<file path="src/rtl/hfs_pkg.sv">
package hfs_pkg;
    typedef enum logic [1:0] {
        MODE_ALL      = 2'd0,
        MODE_HIT      = 2'd1,
        MODE_MASK     = 2'd2,
        MODE_MASK_ALT = 2'd3
    } rd_mode_e;

    typedef enum logic [1:0] {
        ST_IDLE = 2'd0,
        ST_SCAN = 2'd1,
        ST_DONE = 2'd2
    } seq_state_e;
endpackage

</file>
<file path="src/rtl/hfs_hit_cell.sv">
module hfs_hit_cell #(
    parameter int LIFE = 2
) (
    input  logic clk,
    input  logic rst_n,
    input  logic clr_i,
    input  logic hit_i,
    input  logic wrap_i,
    output logic flag_o
);
    localparam int CW = $clog2(LIFE + 1);

    logic          flag_q;
    logic [CW-1:0] age_q;

    always_ff @(posedge clk or negedge rst_n) begin
        if (!rst_n) begin
            flag_q <= 1'b0;
            age_q  <= '0;
        end else if (clr_i) begin
            flag_q <= 1'b0;
            age_q  <= '0;
        end else if (hit_i) begin
            flag_q <= 1'b1;
            age_q  <= '0;
        end else if (wrap_i && flag_q) begin
            if (age_q == CW'(LIFE - 1)) begin
                flag_q <= 1'b0;
                age_q  <= '0;
            end else begin
                age_q <= age_q + 1'b1;
            end
        end
    end

    assign flag_o = flag_q;
endmodule

</file>
<file path="src/rtl/hfs_mult_pulse.sv">
module hfs_mult_pulse #(
    parameter int PULSE_CYCLES = 2
) (
    input  logic clk,
    input  logic rst_n,
    input  logic trig_i,
    output logic mult_o
);
    localparam int PW = $clog2(PULSE_CYCLES + 1);

    logic [PW-1:0] left_q;

    always_ff @(posedge clk or negedge rst_n) begin
        if (!rst_n) begin
            left_q <= '0;
        end else if (trig_i) begin
            left_q <= PW'(PULSE_CYCLES);
        end else if (left_q != '0) begin
            left_q <= left_q - 1'b1;
        end
    end

    assign mult_o = (left_q != '0);
endmodule

</file>
<file path="src/rtl/hfs_rd_seq.sv">
module hfs_rd_seq
    import hfs_pkg::*;
#(
    parameter int NUM_CH = 64
) (
    input  logic                      clk,
    input  logic                      rst_n,
    input  logic                      start_i,
    input  logic [1:0]                mode_i,
    input  logic [NUM_CH-1:0]         mask_i,
    input  logic [NUM_CH-1:0]         flags_i,
    output logic                      clr_o,
    output logic                      valid_o,
    output logic [$clog2(NUM_CH)-1:0] idx_o,
    output logic                      last_o,
    output logic                      busy_o,
    output logic                      done_o
);
    localparam int IW = $clog2(NUM_CH);

    seq_state_e        state_q, state_d;
    logic [NUM_CH-1:0] pend_q, pend_d;
    logic [NUM_CH-1:0] sel;
    logic [NUM_CH-1:0] rest;
    logic [IW-1:0]     low_idx;
    logic              accept;

    always_comb begin
        unique case (rd_mode_e'(mode_i))
            MODE_ALL:      sel = '1;
            MODE_HIT:      sel = flags_i;
            MODE_MASK:     sel = mask_i;
            MODE_MASK_ALT: sel = mask_i;
            default:       sel = mask_i;
        endcase
    end

    always_comb begin
        low_idx = '0;
        for (int i = NUM_CH - 1; i >= 0; i--) begin
            if (pend_q[i]) low_idx = IW'(i);
        end
    end

    assign rest   = pend_q & (pend_q - 1'b1);
    assign accept = (state_q == ST_IDLE) && start_i;

    always_comb begin
        state_d = state_q;
        pend_d  = pend_q;
        unique case (state_q)
            ST_IDLE: begin
                if (start_i) begin
                    pend_d  = sel;
                    state_d = (sel == '0) ? ST_DONE : ST_SCAN;
                end
            end
            ST_SCAN: begin
                pend_d = rest;
                if (rest == '0) state_d = ST_DONE;
            end
            ST_DONE: begin
                pend_d  = '0;
                state_d = ST_IDLE;
            end
            default: begin
                pend_d  = '0;
                state_d = ST_IDLE;
            end
        endcase
    end

    always_ff @(posedge clk or negedge rst_n) begin
        if (!rst_n) begin
            state_q <= ST_IDLE;
            pend_q  <= '0;
        end else begin
            state_q <= state_d;
            pend_q  <= pend_d;
        end
    end

    always_comb begin
        clr_o   = accept;
        valid_o = 1'b0;
        last_o  = 1'b0;
        done_o  = 1'b0;
        busy_o  = 1'b1;
        idx_o   = '0;
        unique case (state_q)
            ST_IDLE: busy_o = 1'b0;
            ST_SCAN: begin
                valid_o = 1'b1;
                idx_o   = low_idx;
                last_o  = (rest == '0);
            end
            ST_DONE: done_o = 1'b1;
            default: busy_o = 1'b0;
        endcase
    end
endmodule

</file>
<file path="src/rtl/hit_flag_sequencer.sv">
module hit_flag_sequencer #(
    parameter int NUM_CH       = 64,
    parameter int LIFE         = 2,
    parameter int PULSE_CYCLES = 2
) (
    input  logic                      clk,
    input  logic                      rst_n,
    input  logic [NUM_CH-1:0]         disc_i,
    input  logic                      wrap_i,
    output logic [NUM_CH-1:0]         snap_o,
    output logic                      mult_o,
    input  logic                      rd_start_i,
    input  logic [1:0]                rd_mode_i,
    input  logic [NUM_CH-1:0]         rd_mask_i,
    output logic                      ch_valid_o,
    output logic [$clog2(NUM_CH)-1:0] ch_idx_o,
    output logic                      ch_last_o,
    output logic                      rd_busy_o,
    output logic                      rd_done_o
);
    logic [NUM_CH-1:0] flags;
    logic              clr;
    logic              live;

    assign live = ~rd_busy_o;

    for (genvar c = 0; c < NUM_CH; c++) begin : g_cell
        hfs_hit_cell #(.LIFE(LIFE)) cell_i (
            .clk    (clk),
            .rst_n  (rst_n),
            .clr_i  (clr),
            .hit_i  (disc_i[c] & live),
            .wrap_i (wrap_i & live),
            .flag_o (flags[c])
        );
    end

    hfs_mult_pulse #(.PULSE_CYCLES(PULSE_CYCLES)) pulse_i (
        .clk    (clk),
        .rst_n  (rst_n),
        .trig_i ((|disc_i) & live),
        .mult_o (mult_o)
    );

    hfs_rd_seq #(.NUM_CH(NUM_CH)) seq_i (
        .clk     (clk),
        .rst_n   (rst_n),
        .start_i (rd_start_i),
        .mode_i  (rd_mode_i),
        .mask_i  (rd_mask_i),
        .flags_i (flags),
        .clr_o   (clr),
        .valid_o (ch_valid_o),
        .idx_o   (ch_idx_o),
        .last_o  (ch_last_o),
        .busy_o  (rd_busy_o),
        .done_o  (rd_done_o)
    );

    assign snap_o = flags;
endmodule

</file>
<file path="config.mk">
export PLATFORM = sky130hd
export DESIGN_NAME = hit_flag_sequencer
export DESIGN_NICKNAME = d
export VERILOG_FILES = /design/src/rtl/hfs_pkg.sv /design/src/rtl/hfs_hit_cell.sv /design/src/rtl/hfs_mult_pulse.sv /design/src/rtl/hfs_rd_seq.sv /design/src/rtl/hit_flag_sequencer.sv
export SDC_FILE = /design/constraint.sdc
export NUM_CORES = 1
export LEC_CHECK = 0
export BUFFER_PORTS_ARGS = -buffer_cell sky130_fd_sc_hd__buf_4
export CORE_UTILIZATION = 50
export CTS_CLUSTER_SIZE = 8
export DETAILED_ROUTE_END_ITERATION = 10
export HOLD_SLACK_MARGIN = 0.08
export PLACE_DENSITY = 0.71
export SLEW_MARGIN = 5
export SYNTH_ARGS = -nofsm -noshare
export SYNTH_HDL_FRONTEND = slang
export SYNTH_SLANG_ARGS = --single-unit
</file>
<file path="constraint.sdc">
create_clock -name clk -period 5.9 [get_ports clk]
set_clock_uncertainty 0.2 [all_clocks]
set_input_delay 0.885 -clock clk [delete_from_list [all_inputs] [get_ports clk]]
set_output_delay 0.885 -clock clk [all_outputs]
set_load 0.02 [all_outputs]
</file>
Word level (Yosys, flattened, before mapping). Index checks and enable logic that the tools add are counted.

Flip-flop bits (word level): 260. Bits in latches: 0. Bits in writable memories: 0. Bits in read-only memories: 0. Input port bits: 134. Output and inout bits: 75. Word-level logic and storage cells: 1193. Memories kept: 0.

Add/subtract/negate cells: 66. $mul: 0. Divide/modulo/power cells: 0. Order comparisons: 0. Eq/ne operators: 71. Shift-type cells: 0. Muxes and demuxes: 590. Bitwise logic cells: 68. Reduce and logical (&&, ||, !) cells: 267.

Operators with widths (count): 2-to-1 mux 2 bit (261); 2-to-1 mux 6 bit (65); nonzero test 3 bit (128); 2-to-1 mux 1 bit (260); case mux 64 bit (3 select lines) (1); equality test 2 x 1 -> 1 bit (second input constant) (66); AND reduction 2 bit (65); adder 2 x 1 -> 2 bit (second input constant) (64); zero test 64 bit (2); case mux 64 bit (2 select lines) (1); bitwise AND 1 bit (66); logical AND 1 bit (65); bitwise AND 64 bit (1); 2-to-1 mux 64 bit (1); OR reduction 64 bit (1); subtractor 64 x 1 -> 64 bit (second input constant) (1); equality test 2 bit (second input constant) (3); zero test 2 bit (2); case mux 2 bit (2 select lines) (1); nonzero test 2 bit (2); OR reduction 2 bit (2); inequality test 2 x 1 -> 1 bit (second input constant) (1); inequality test 2 bit (second input constant) (1); subtractor 2 x 1 -> 2 bit (second input constant) (1); inverter 1 bit (1).

Longest topological paths before layout.
Depth in word-level cells: 65. Gate-level depth with buffers: 11. Mapped depth without buffers: 9.

Cells and area by module. From an unflattened synthesis, not the netlist that was laid out.

Cells, all modules: 1593. Area total of the unflattened synthesis: 14990.6 µm².

By module, submodules not included: hfs_hit_cell at g_cell[0].cell_i ... (times used 63, cells each 12, area each 138.9 µm², seq. area each 75.1 µm²); hfs_rd_seq (times used 1, cells each 720, area each 5378.9 µm², seq. area each 1651.6 µm²); hit_flag_sequencer (times used 1, cells each 94, area each 624.3 µm², seq. area each 0.0 µm²); hfs_hit_cell at g_cell[35].cell_i (times used 1, cells each 12, area each 130.1 µm², seq. area each 75.1 µm²); hfs_mult_pulse (times used 1, cells each 11, area each 107.6 µm², seq. area each 50.0 µm²).

Worst setup path after synthesis. Ideal clock, no wire load.

Path kind: reg2out. Start: register seq_i.pend_q[10]. End: output ch_last_o. Arrival: 3480 ps. Data required time: 4815 ps. Path slack: 1335 ps. Stages on the path, launching flop included: 12. Path buffers: 2. Path through: dfrtp_1 -> clkbuf_1 -> or4_1 -> nor4_4 -> nand3_4 -> or3_1 -> buf_2 -> or3_1 -> maj3_1 -> o22ai_2 -> and3_1 -> and2_1.

Cells in the longest elaborated chain, start to end: 4.

Ends and longest elaborated chain: from (decl) (RTL line hfs_rd_seq.sv:22) `logic [NUM_CH-1:0] pend_q, pend_d;`; from (signal assigned) (RTL line hfs_rd_seq.sv:79) `pend_q <= pend_d;`; subtractor 64 x 1 -> 64 bit (RTL line hfs_rd_seq.sv:45) `assign rest = pend_q & (pend_q - 1'b1);`; bitwise AND 64 bit * (RTL line hfs_rd_seq.sv:45); zero test 64 bit * (RTL line hfs_rd_seq.sv:95) `last_o = (rest == '0);`; 2-to-1 mux 1 bit * (RTL line hfs_rd_seq.sv:90) `unique case (state_q)`; to (decl) (RTL line hit_flag_sequencer.sv:17) `output logic ch_last_o,`.

Every way passes the cells marked *; elsewhere a longest branch is shown, timed or not.

Worst setup path in the final report.
Start: register seq_i.pend_q[18]. End: output ch_last_o.

Same word-level chain as after synthesis.

==> results_tabular.tex <==
\begin{tabular}{lr}
\hline
Metric & Value \\
\hline
\multicolumn{2}{l}{\textbf{CTS}} \\
\quad CTS buffer count & 38 \\
\quad Clock-pin slew of the registers on the worst-case setup and hold paths & 60 ps \\
\quad Hold\_buf cts & 0 \\
\quad Number of sinks driven by the clock tree & 260 \\
\quad Clock tree root buffer cell & sky130\_fd\_sc\_hd\_\_clkbuf\_16 \\
\quad CTS Buffer Depth & 3 \\
\quad Number of buffers added for setup after CTS & 0 \\
\quad CTS H-Tree Depth & 2 \\
\quad Clock tree from TritonCTS & built \\
\quad Worst-skew pair later-pin latency & 530 ps \\
\quad Number of cells upsized or downsized after cts & 0 \\
\multicolumn{2}{l}{\textbf{Drt}} \\
\quad Pre-antenna DRT Iters & 6 \\
\quad Final WL & 54600 µm \\
\quad Average wire per standard cell & 25.5 µm \\
\quad Residual DRC & 0 \\
\quad Post-detailed-route via-to-cell ratio & 6.58 \\
\quad Via count & 14100 \\
\quad Initial detailed-routing violation count & 1447 \\
\quad Routed Antenna Nets & 0 \\
\multicolumn{2}{l}{\textbf{Job}} \\
\quad Maximum Capacitance Violations & 0 \\
\multicolumn{2}{l}{\textbf{GRT}} \\
\quad GR Overflow Total & 0 \\
\quad Wire length of the first global-routing pass & about 81000 µm \\
\quad GR Util All Layers & 37.7\% \\
\quad Largest net degree at the start of global routing & 136 \\
\quad Antenna violations before repair & 1 \\
\quad Vias in the first global route & roughly 13000 \\
\multicolumn{2}{l}{\textbf{Worst setup path}} \\
\quad Startpoint of the worst setup timing path & seq\_i.pend\_q[18] \\
\quad Kind of launch point of the worst setup path & flop \\
\quad Worst path required time & 4820 ps \\
\quad Startpoint of the lowest-slack register-to-register path & seq\_i.pend\_q[18] \\
\quad Worst Path Class, Setup & flop to output port \\
\quad Nature of the critical path endpoint & output port \\
\quad Reg2reg setup slack & a little under 2000 ps \\
\quad Maximum fanout along the worst path & 10 \\
\quad CP arrival & 4300 ps \\
\multicolumn{2}{l}{\textbf{Floorplan}} \\
\quad Core footprint & 27800 µm² \\
\quad Die span in y & between 150 and 200 µm \\
\quad Die Span X & 170 µm \\
\quad DIE AREA & 28900 µm² \\
\quad Row count & 61 \\
\quad Initial standard-cell utilization of the core & between 50\% and 60\% \\
\quad I/O pin count & 209 \\
\multicolumn{2}{l}{\textbf{Power and ir drop}} \\
\quad Fraction of power consumed by combinational cells & 43.2\% \\
\quad Leakage power figure & 7.08 nW \\
\quad Internal power consumption & 4.87 mW \\
\quad Power per standard cell area & around 570 nW/µm² \\
\quad Clock share of power & 20.8\% \\
\quad Power spent charging and discharging nets & between 4 and 5 mW \\
\quad Switching part of the total power & 47.7\% \\
\quad Part of the total power dissipated in sequential elements & 36.0\% \\
\quad Maximum resistive drop on vdd & roughly 300 µV \\
\multicolumn{2}{l}{\textbf{Logic synthesis}} \\
\quad Synth Cell Area & between 10000 and 15000 µm² \\
\quad Register bit total from synthesis & 260 \\
\quad Synthesis warning total & 0 \\
\quad Post-Syn Instances & 1652 \\
\quad Post-synthesis sequential area ratio & 46.2\% \\
\quad Avg Cell Area, Syn & 8.53 µm² \\
\quad Post-synth EDFFs & 0 \\
\quad Cell variety after synth & between 60 and 70 \\
\quad Predominant post-synthesis flop cell & sky130\_fd\_sc\_hd\_\_dfrtp\_1 \\
\quad Post-Synthesis Net Count & roughly 1800 \\
\quad Ys async rst share & 100\% \\
\multicolumn{2}{l}{\textbf{Layout}} \\
\quad Final core utilization & 59.3\% \\
\quad Fraction of final layout cells with drive strength greater than 1 & between 10\% and 20\% \\
\quad Cell Count, Final, Fillers Out & about 2100 \\
\quad Signed area change from the synthesized netlist to the final layout & 16.9\% \\
\quad Fill cells & 2587 \\
\quad Total non-filler cell area in the finished layout & between 15000 and 20000 µm² \\
\quad Final net count & 1895 \\
\multicolumn{2}{l}{\textbf{Place}} \\
\quad Count of buffers from port buffering & 208 \\
\quad Number of instances in the placed design & 2095 \\
\quad Placed instance area & 15500 µm² \\
\quad Last weighted congestion value of the routability-driven placer & between 1 and 1.5 \\
\quad Detailed-placement wirelength estimate & 38900 µm \\
\multicolumn{2}{l}{\textbf{Timing}} \\
\quad Slew Limit Headroom & 38.8\% \\
\quad Final Hold Violating Endpoints & 0 \\
\quad Final Max Slew Viols & 0 \\
\quad Maximum achievable frequency & between 0.15 and 0.2 GHz \\
\quad Final critical-path required period & 5380 ps \\
\quad Slew at the pin closest to its max-slew limit & 918 ps \\
\quad Final Setup Violations & 0 \\
\quad Unrepaired setup endpoints after global routing & false \\
\quad Setup\_tns & 0 ps \\
\quad Period utilisation layout & 91.2\% \\
\multicolumn{2}{l}{\textbf{Status}} \\
\quad Status & complete, no violations \\
\multicolumn{2}{l}{\textbf{Hold path}} \\
\quad Class of the tightest hold or removal check & input pin to asynchronous set/reset pin \\
\hline
\end{tabular}
## critical path: stages, from the launching register on
cell and delay (ps):
sky130_fd_sc_hd__dfrtp_1 480, sky130_fd_sc_hd__or4_1 620, sky130_fd_sc_hd__nor3_2 490, sky130_fd_sc_hd__nand3_4 200
sky130_fd_sc_hd__or3_1 510, sky130_fd_sc_hd__or3_1 420, sky130_fd_sc_hd__maj3_1 380, sky130_fd_sc_hd__o22ai_2 180
sky130_fd_sc_hd__and3_1 210, sky130_fd_sc_hd__and2_1 130, sky130_fd_sc_hd__buf_4 140
## Yosys cell counts, drive strengths merged (13+ instances only)
library cell / number / area (µm²)
a31oi: 78 / 488
dfrtp: 260 / 6510
nand4: 19 / 119
a21oi: 122 / 611
nor2: 245 / 920
o221ai: 26 / 228
o21ai: 132 / 661
o22ai: 42 / 269
mux2i: 13 / 130
buf: 75 / 524
nand2: 57 / 214
a22oi: 56 / 420
nor3: 21 / 115
a32o: 15 / 150
inv: 126 / 473
nor4: 59 / 384
clkbuf: 88 / 330
nand3: 73 / 378
## path summary, 6_finish.rpt
path,to,depth (start not counted)
min reg2reg,g_cell[25].cell_i.age_q[1],2
max,ch_last_o,10
max in group asynchronous,g_cell[56].cell_i.age_q[1],2
min in group clk,g_cell[25].cell_i.age_q[1],2
min,seq_i.pend_q[13],1
max reg2reg,seq_i.state_q[0],9
## cells by family after synthesis
family	after synthesis	share of synthesized area [%]
compound gates	545	24.4
xor+xnor	1	0.0622
fa+ha+maj	6	0.506
buf+inv	290	9.45
flops	260	46.2
mux	24	1.80
simple gates	526	17.6
## per-layer routing
layer | vias to the layer above | share of wire [%] | track usage (%)
met2 | 794 | 44 | 56.6
li1 | 6160 | - | -
met5 | - | 0 | 0
met1 | 6951 | 39 | 50.6
met4 | 0 | 6.4 | 21.9
met3 | 179 | 10 | 7.84
## layout by cell type (no fill, tap or decap), types with 7 or more instances in the layout
cell / n
sky130_fd_sc_hd__a31oi_1: 78
sky130_fd_sc_hd__nand2b_1: 10
sky130_fd_sc_hd__clkbuf_16: 38
sky130_fd_sc_hd__o21ai_0: 132
sky130_fd_sc_hd__a21oi_1: 122
sky130_fd_sc_hd__mux2i_1: 13
sky130_fd_sc_hd__nand4_1: 19
sky130_fd_sc_hd__o211ai_1: 10
sky130_fd_sc_hd__nor2b_1: 10
sky130_fd_sc_hd__o221ai_1: 26
sky130_fd_sc_hd__nor3_1: 19
sky130_fd_sc_hd__o2111ai_1: 7
sky130_fd_sc_hd__o31ai_1: 9
sky130_fd_sc_hd__a32o_1: 15
sky130_fd_sc_hd__mux2_2: 11
sky130_fd_sc_hd__nor4_1: 58
sky130_fd_sc_hd__nand2_1: 56
sky130_fd_sc_hd__dfrtp_1: 260
sky130_fd_sc_hd__nand3_1: 72
sky130_fd_sc_hd__buf_4: 226
sky130_fd_sc_hd__or4_1: 11
sky130_fd_sc_hd__a22oi_1: 56
sky130_fd_sc_hd__nor2_1: 245
sky130_fd_sc_hd__inv_1: 124
sky130_fd_sc_hd__o22ai_1: 41
## stage by stage
| stage | worst slack, ps | hold slack [ps] | power (mW) |
|---|---|---|---|
| CTS | 557 | 169 | 9.20 |
| floorplan | 1330 | 259 | 5.78 |
| finish | 517 | 112 | 9.32 |
| global route | 355 | 162 | 9.75 |
| global placement | 1130 | 269 | 7.22 |
| detailed placement | 1110 | 279 | 7.27 |
## flip-flops by register name, summed over array words and instances (netlist names)
register / flops
seq_i.pend_q: 64
seq_i.state_q: 2
g_cell.cell_i.age_q: 128
g_cell.cell_i.flag_o: 64
pulse_i.left_q: 2
## power by group through the flow
| stage | sequential [mW] | clock, mW | combinational, mW |
|---|---|---|---|
| after detailed placement | 3.31 | 0 | 3.96 |
| after global placement | 3.27 | 0 | 3.95 |
| after CTS | 3.29 | 1.94 | 3.97 |
| final | 3.35 | 1.94 | 4.03 |
| after floorplan | 2.83 | 0 | 2.95 |
| after global routing | 3.40 | 2.02 | 4.33 |
## layout make-up
type | instances | area, µm² | share of cell area, %
Antenna cell | 1 | 2.50 | 0.0152
Clock buffer | 42 | 966 | 5.86
Clock inverter | 2 | 36.3 | 0.220
Inverter | 127 | 477 | 2.89
Multi-Input combinational cell | 1102 | 6280 | 38.1
Sequential cell | 260 | 6510 | 39.5
Tap cell | 378 | 473 | 2.87
Timing Repair Buffer | 228 | 1730 | 10.5
Note: power is estimated with default switching activity, not from simulation.
